## config.mk

```make
export PLATFORM = sky130hd
export DESIGN_NAME = sar_ramp_ctrl
export DESIGN_NICKNAME = d
export VERILOG_FILES = /design/src/rtl/sar_ramp_pkg.sv /design/src/rtl/sar_trial_reg.sv /design/src/rtl/ramp_step_counter.sv /design/src/rtl/code_merge.sv /design/src/rtl/sar_ramp_ctrl.sv
export SDC_FILE = /design/constraint.sdc
export NUM_CORES = 1
export LEC_CHECK = 0
export ABC_AREA = 1
export BUFFER_PORTS_ARGS = -buffer_cell sky130_fd_sc_hd__buf_2
export CORE_ASPECT_RATIO = 0.5
export CORE_MARGIN = 1
export CORE_UTILIZATION = 55
export CTS_CLUSTER_SIZE = 8
export DETAILED_ROUTE_END_ITERATION = 10
export PLACE_DENSITY = 0.84
export SLEW_MARGIN = 20
export SYNTH_ARGS = -nofsm -noshare
export SYNTH_HDL_FRONTEND = slang
export SYNTH_HIERARCHICAL = 1
export SYNTH_SLANG_ARGS = --single-unit
```

## constraint.sdc

```tcl
create_clock -name clk -period 4.75 [get_ports clk]
set_input_delay 0.7125 -clock clk [delete_from_list [all_inputs] [get_ports clk]]
set_output_delay 0.7125 -clock clk [all_outputs]
set_load 0.005 [all_outputs]
```

## src/rtl/sar_ramp_pkg.sv

```systemverilog
package sar_ramp_pkg;
  typedef enum logic [2:0] {
    ST_IDLE,
    ST_SAMPLE,
    ST_COARSE,
    ST_STEP,
    ST_WAIT
  } ctrl_state_t;
endpackage

```

## src/rtl/sar_trial_reg.sv

```systemverilog
module sar_trial_reg #(
  parameter int NBITS = 10
) (
  input  logic             clk,
  input  logic             rst_n,
  input  logic             clr_i,
  input  logic             load_i,
  input  logic             decide_i,
  input  logic             dec_i,
  output logic [NBITS-1:0] trial_o,
  output logic             at_lsb_o
);
  localparam int IW = (NBITS > 1) ? $clog2(NBITS) : 1;

  logic [NBITS-1:0] q, q_nxt;
  logic [IW-1:0]    idx, idx_nxt;

  always_comb begin
    q_nxt   = q;
    idx_nxt = idx;
    if (clr_i) begin
      q_nxt   = '0;
      idx_nxt = '0;
    end else if (load_i) begin
      q_nxt          = '0;
      q_nxt[NBITS-1] = 1'b1;
      idx_nxt        = IW'(NBITS - 1);
    end else if (decide_i) begin
      q_nxt[idx] = dec_i;
      if (idx != '0) begin
        q_nxt[idx - IW'(1)] = 1'b1;
        idx_nxt             = idx - IW'(1);
      end
    end
  end

  always_ff @(posedge clk) begin
    if (!rst_n) begin
      q   <= '0;
      idx <= '0;
    end else begin
      q   <= q_nxt;
      idx <= idx_nxt;
    end
  end

  assign trial_o  = q;
  assign at_lsb_o = (idx == '0);

  // a load leaves only the MSB trial bit set
  a_r3_msb_first: assert property (@(posedge clk) disable iff (!rst_n)
    (load_i && !clr_i) |=> (trial_o == {1'b1, {(NBITS-1){1'b0}}}));
endmodule

```

## src/rtl/ramp_step_counter.sv

```systemverilog
module ramp_step_counter #(
  parameter int CW = 4
) (
  input  logic          clk,
  input  logic          rst_n,
  input  logic          clr_i,
  input  logic          inc_i,
  output logic [CW-1:0] cnt_o,
  output logic          sat_o
);
  localparam logic [CW-1:0] CMAX = {CW{1'b1}};

  logic [CW-1:0] cnt;

  always_ff @(posedge clk) begin
    if (!rst_n)                      cnt <= '0;
    else if (clr_i)                  cnt <= '0;
    else if (inc_i && cnt != CMAX)   cnt <= cnt + CW'(1);
  end

  assign cnt_o = cnt;
  assign sat_o = (cnt == CMAX);

  // the count stays at its maximum once it gets there
  a_r8_hold_at_max: assert property (@(posedge clk) disable iff (!rst_n)
    (sat_o && !clr_i) |=> sat_o);
endmodule

```

## src/rtl/code_merge.sv

```systemverilog
module code_merge #(
  parameter int CB = 10,
  parameter int FB = 4
) (
  input  logic [CB-1:0]    coarse_i,
  input  logic [FB-1:0]    fine_i,
  input  logic             charge_i,
  output logic [CB+FB-1:0] word_o
);
  localparam int OW = CB + FB;
  localparam logic [OW:0] WMAX = {1'b0, {OW{1'b1}}};

  logic [OW:0] base, fext, sum, diff;

  always_comb begin
    base = {1'b0, coarse_i, {FB{1'b0}}};
    fext = {{(OW+1-FB){1'b0}}, fine_i};
    sum  = base + fext;
    diff = base - fext;
    if (charge_i) begin
      word_o = (sum > WMAX) ? {OW{1'b1}} : sum[OW-1:0];
    end else begin
      word_o = (base < fext) ? '0 : diff[OW-1:0];
    end
  end
endmodule

```

## src/rtl/sar_ramp_ctrl.sv

```systemverilog
module sar_ramp_ctrl
  import sar_ramp_pkg::*;
#(
  parameter int COARSE_BITS   = 10,
  parameter int FINE_BITS     = 4,
  parameter int SAMPLE_CYCLES = 4
) (
  input  logic                           clk,
  input  logic                           rst_n,
  input  logic                           start_i,
  input  logic                           cmp_valid_i,
  input  logic                           cmp_dec_i,
  output logic                           sample_en_o,
  output logic [COARSE_BITS-1:0]         cap_sw_o,
  output logic                           ramp_step_o,
  output logic                           ramp_dir_o,
  output logic [COARSE_BITS+FINE_BITS-1:0] result_o,
  output logic                           done_o
);
  localparam int RW = COARSE_BITS + FINE_BITS;
  localparam int SW = (SAMPLE_CYCLES > 1) ? $clog2(SAMPLE_CYCLES) : 1;
  localparam logic [SW-1:0] SLAST = SW'(SAMPLE_CYCLES - 1);

  ctrl_state_t state;
  logic [SW-1:0]          scnt;
  logic                   last_dec;
  logic [RW-1:0]          result_q;
  logic                   done_q;

  logic                   accept, load_msb, decide, at_lsb, finish;
  logic [COARSE_BITS-1:0] trial;
  logic [FINE_BITS-1:0]   fcnt;
  logic                   fsat;
  logic [RW-1:0]          merged;

  assign accept   = (state == ST_IDLE) && start_i;
  assign load_msb = (state == ST_SAMPLE) && (scnt == SLAST);
  assign decide   = (state == ST_COARSE) && cmp_valid_i;
  assign finish   = (state == ST_WAIT) && cmp_valid_i &&
                    ((cmp_dec_i != last_dec) || fsat);

  sar_trial_reg #(.NBITS(COARSE_BITS)) u_trial (
    .clk      (clk),
    .rst_n    (rst_n),
    .clr_i    (accept),
    .load_i   (load_msb),
    .decide_i (decide),
    .dec_i    (cmp_dec_i),
    .trial_o  (trial),
    .at_lsb_o (at_lsb)
  );

  ramp_step_counter #(.CW(FINE_BITS)) u_cnt (
    .clk   (clk),
    .rst_n (rst_n),
    .clr_i (load_msb),
    .inc_i (state == ST_STEP),
    .cnt_o (fcnt),
    .sat_o (fsat)
  );

  code_merge #(.CB(COARSE_BITS), .FB(FINE_BITS)) u_merge (
    .coarse_i (trial),
    .fine_i   (fcnt),
    .charge_i (last_dec),
    .word_o   (merged)
  );

  always_ff @(posedge clk) begin
    if (!rst_n) begin
      state    <= ST_IDLE;
      scnt     <= '0;
      last_dec <= 1'b0;
      result_q <= '0;
      done_q   <= 1'b0;
    end else begin
      done_q <= 1'b0;
      unique case (state)
        ST_IDLE: begin
          if (start_i) begin
            state <= ST_SAMPLE;
            scnt  <= '0;
          end
        end
        ST_SAMPLE: begin
          if (scnt == SLAST) state <= ST_COARSE;
          else               scnt  <= scnt + SW'(1);
        end
        ST_COARSE: begin
          if (cmp_valid_i && at_lsb) begin
            last_dec <= cmp_dec_i;
            state    <= ST_STEP;
          end
        end
        ST_STEP: state <= ST_WAIT;
        ST_WAIT: begin
          if (finish) begin
            result_q <= merged;
            done_q   <= 1'b1;
            state    <= ST_IDLE;
          end else if (cmp_valid_i) begin
            state <= ST_STEP;
          end
        end
        default: state <= ST_IDLE;
      endcase
    end
  end

  assign sample_en_o = (state == ST_SAMPLE);
  assign cap_sw_o    = trial;
  assign ramp_step_o = (state == ST_STEP);
  assign ramp_dir_o  = last_dec;
  assign result_o    = result_q;
  assign done_o      = done_q;

  // done lasts a single cycle
  a_r10_done_pulse: assert property (@(posedge clk) disable iff (!rst_n)
    done_o |=> !done_o);
  // the result word changes only together with done
  a_r10_result_hold: assert property (@(posedge clk) disable iff (!rst_n)
    !done_o |-> $stable(result_o));
  // step pulses never come back to back
  a_r6_step_gap: assert property (@(posedge clk) disable iff (!rst_n)
    ramp_step_o |=> !ramp_step_o);
  // sampling is quiet on the array and the ramp
  a_r2_sample_quiet: assert property (@(posedge clk) disable iff (!rst_n)
    sample_en_o |-> (!ramp_step_o && cap_sw_o == '0));
  // direction holds while waiting for a fine decision
  a_r5_dir_stable: assert property (@(posedge clk) disable iff (!rst_n)
    (state == ST_WAIT) |-> $stable(ramp_dir_o));
endmodule

```

==> out/results.txt <==
grt total ovfl -> 0
WL met2 -> 2390 microns
Clock Latency Late Sink -> 290 ps
Post-Syn Area -> 2610 sq um
Die Footprint -> 5030 sq um
most numerous cell in the Yosys netlist -> nand2_1
crit path kind -> reg -> out
buffer and inverter count on the worst path -> 2
slowest cell delay on critical path -> 500 ps
P&R area growth vs syn -> 9.89%
core footprint -> 4470 sq um
Synth area leader -> dfxtp_1
Max Freq -> 0.462 GHz
Rows -> 17
Setup crit start kind -> flop
YS warnings -> 6
total iterations of the first detailed-routing run -> 5
Pint -> 0.590 mW
ANT nets after route -> 0
Horiz. Die Dim -> 99.4 microns
worst hold slack -> 486 ps
final hold vios -> 0
Placement Setup Slack -> 2400 ps
CTS H-tree lvls -> 2
vias per cell -> 5.18
async set or reset register ratio after synthesis -> 0%
Buffers on Ports -> 32
clk slew on worst S/H paths -> 80 ps
hold_buf cts -> 0
cells after synthesis -> 393
crit end category -> output port
# resized after CTS -> 0
pwr dens -> 336 nW/um^2
Clk pwr share -> 24.2%
total CTS buffers -> 5
switching pwr -> 0.373 mW
WP data required -> 4040 ps
Final Cycle Share -> 45.5%
Post-Place Cell Area -> 2780 sq um
Slew Limit Fails -> 0
number of global-route vias before repair -> 2115
dominant synthesized flop cell -> dfxtp_1
top cells by count, synth -> 81 x nand2_1, 55 x nor2_1, 41 x inv_1, 39 x dfxtp_1
routed len/inst -> 11.8 microns
first-pass GRT wire length -> 9440 microns
sequential share of the synthesized area -> 30.0%
top cells by area, synth -> dfxtp_1 30%, nand2_1 12%, nor2_1 7.9%
Leakage -> 1.35 nW
Syn Nets -> 406
Tmin final -> 2160 ps
CP cell instances -> inv_1 > nor3_1 > buf_2
Switching Share -> 38.8%
Slew HR -> 45.3%
worst setup margin -> 2590 ps
clk sinks -> 39
part of the power in registers -> 40.3%
Hold Crit Class -> reg -> reg
critical path's top delay family -> simple AND/OR/NAND/NOR gates
met3 wire length -> 385 microns
data arrival time of the critical path -> 1450 ps
initial antenna violation count -> 0
HPWL Detailed -> 4160 microns
layout cells sized above 1 -> 24.0%
total track usage -> 23.8%
root buffer cell -> clkbuf_8
crit path max-delay cell type -> nor3_1
Post-CTS Setup Inserts -> 0
status -> finished clean
Synth cell types -> 38
DR top layer -> met4
Boundary Pins -> 33
DRC viols -> 0
Util after Layout -> 64.1%
Initial Util -> 58.3%
Seq cells post-synth -> 39
DR vias -> 2496
top-area cell type share of the netlist area -> 30.0%
Comb power frac -> 35.5%
number of synthesized flops with an enable pin -> 0
Clock Tree Buf Depth -> 2
Syn Area/Cell -> 6.63 sq um
final setup fails -> 0
number of cells after detailed placement -> 475
final instance area -> 2860 sq um
Die Span Y -> 50.7 microns
Design Power -> 0.963 mW
CP max FO -> 5
WL met1 -> 2810 microns
n_diodes -> 0
Max VDD drop -> 0.000240 V
pin count of the biggest net entering global routing -> 21
Worst Max-Slew Pin Slew -> 818 ps
Placer Congestion -> 0.930
Max Clock Skew -> 3.83 ps
Nets -> 438
post-route insts no fill -> 482
1st-iter DRT viols -> 130
Setup TNS -> 0 ps
RSZ-0062 raised after global routing -> false
final WL -> 5680 microns
Max-cap violations -> 0
TritonCTS clock tree -> yes
[registers in the layout, summed over array words and instances (netlist names)]
| register | cells |
|---|---|
| ramp_dir_o | 1 |
| result_o | 14 |
| scnt | 2 |
| u_cnt/cnt_o | 4 |
| done_o | 1 |
| u_trial/idx | 4 |
| u_trial/trial_o | 10 |
| state | 3 |
[cell usage in the layout (no fill, tap or decap), types with 2 or more instances in the layout]
cell      instances
o21ai_2           4
nand2_4           3
o21ai_0          23
a211oi_1          2
nor3_1            2
nand2_2          12
a21oi_1          17
nand2_1          81
o21ai_1          13
a21oi_2           2
o22ai_1           2
nor2_4            6
xor2_1            2
inv_1            41
nor2_1           55
clkbuf_8          6
nand3_1          23
ha_1              8
dfxtp_1          39
nand4_1           5
nor2_2           20
inv_2            10
buf_2            32
o21a_1            2
nand3_2           3
[routing by layer]
layer	vias to the layer above	GRT usage, %
met1	1087	31.1
met4	0	8.33
li1	1322	-
met2	78	39.4
met3	9	5.01
met5	-	0
[worst min-delay path, cell delays in order, from the launching register on]
cell     delay [ps]
dfxtp_1         330
nor2_1           50
nor2_1           80
[final timing paths]
| kind | slack, ps | startpoint | cells after the start | to |
|---|---|---|---|---|
| setup reg to reg | 2650 | state[2] | 6 | u_trial/trial_o[6] |
| setup / recovery | 2590 | state[0] | 3 | ramp_step_o |
| hold reg to reg | 490 | result_o[2] | 2 | result_o[2] |
| hold / removal | 490 | result_o[2] | 2 | result_o[2] |
[area by class of cell]
cell class              count  area, sq um
repair buffers             32          160
clock inverters             1         5.00
clock buffers               6         82.6
fillers                   418         1600
multi-input cells         295         1560
well taps                  57         71.3
flip-flops and latches     39          781
inverters                  52          200
[power by group through the flow]
stage / Combinational [mW] / Clock (mW) / Sequential [mW]
after floorplan: 0.279 / 0 / 0.386
after global placement: 0.331 / 0 / 0.395
after detailed placement: 0.339 / 0 / 0.396
after CTS: 0.340 / 0.236 / 0.388
after global routing: 0.388 / 0.248 / 0.394
final: 0.342 / 0.233 / 0.388
[cells by family (layout without fill, tap and decap cells)]
logic type	after synthesis	after routing	share of synthesized area, %
AOI/OAI and AO/OA	71	71	16.0
adders and majority gates	8	8	3.84
xor gates and xnor gates	3	3	1.01
and+or+nand+nor	213	213	39.2
buffers and inverters	59	91	10.0
DFF	39	39	30.0
(Power assumes the default switching activity.)
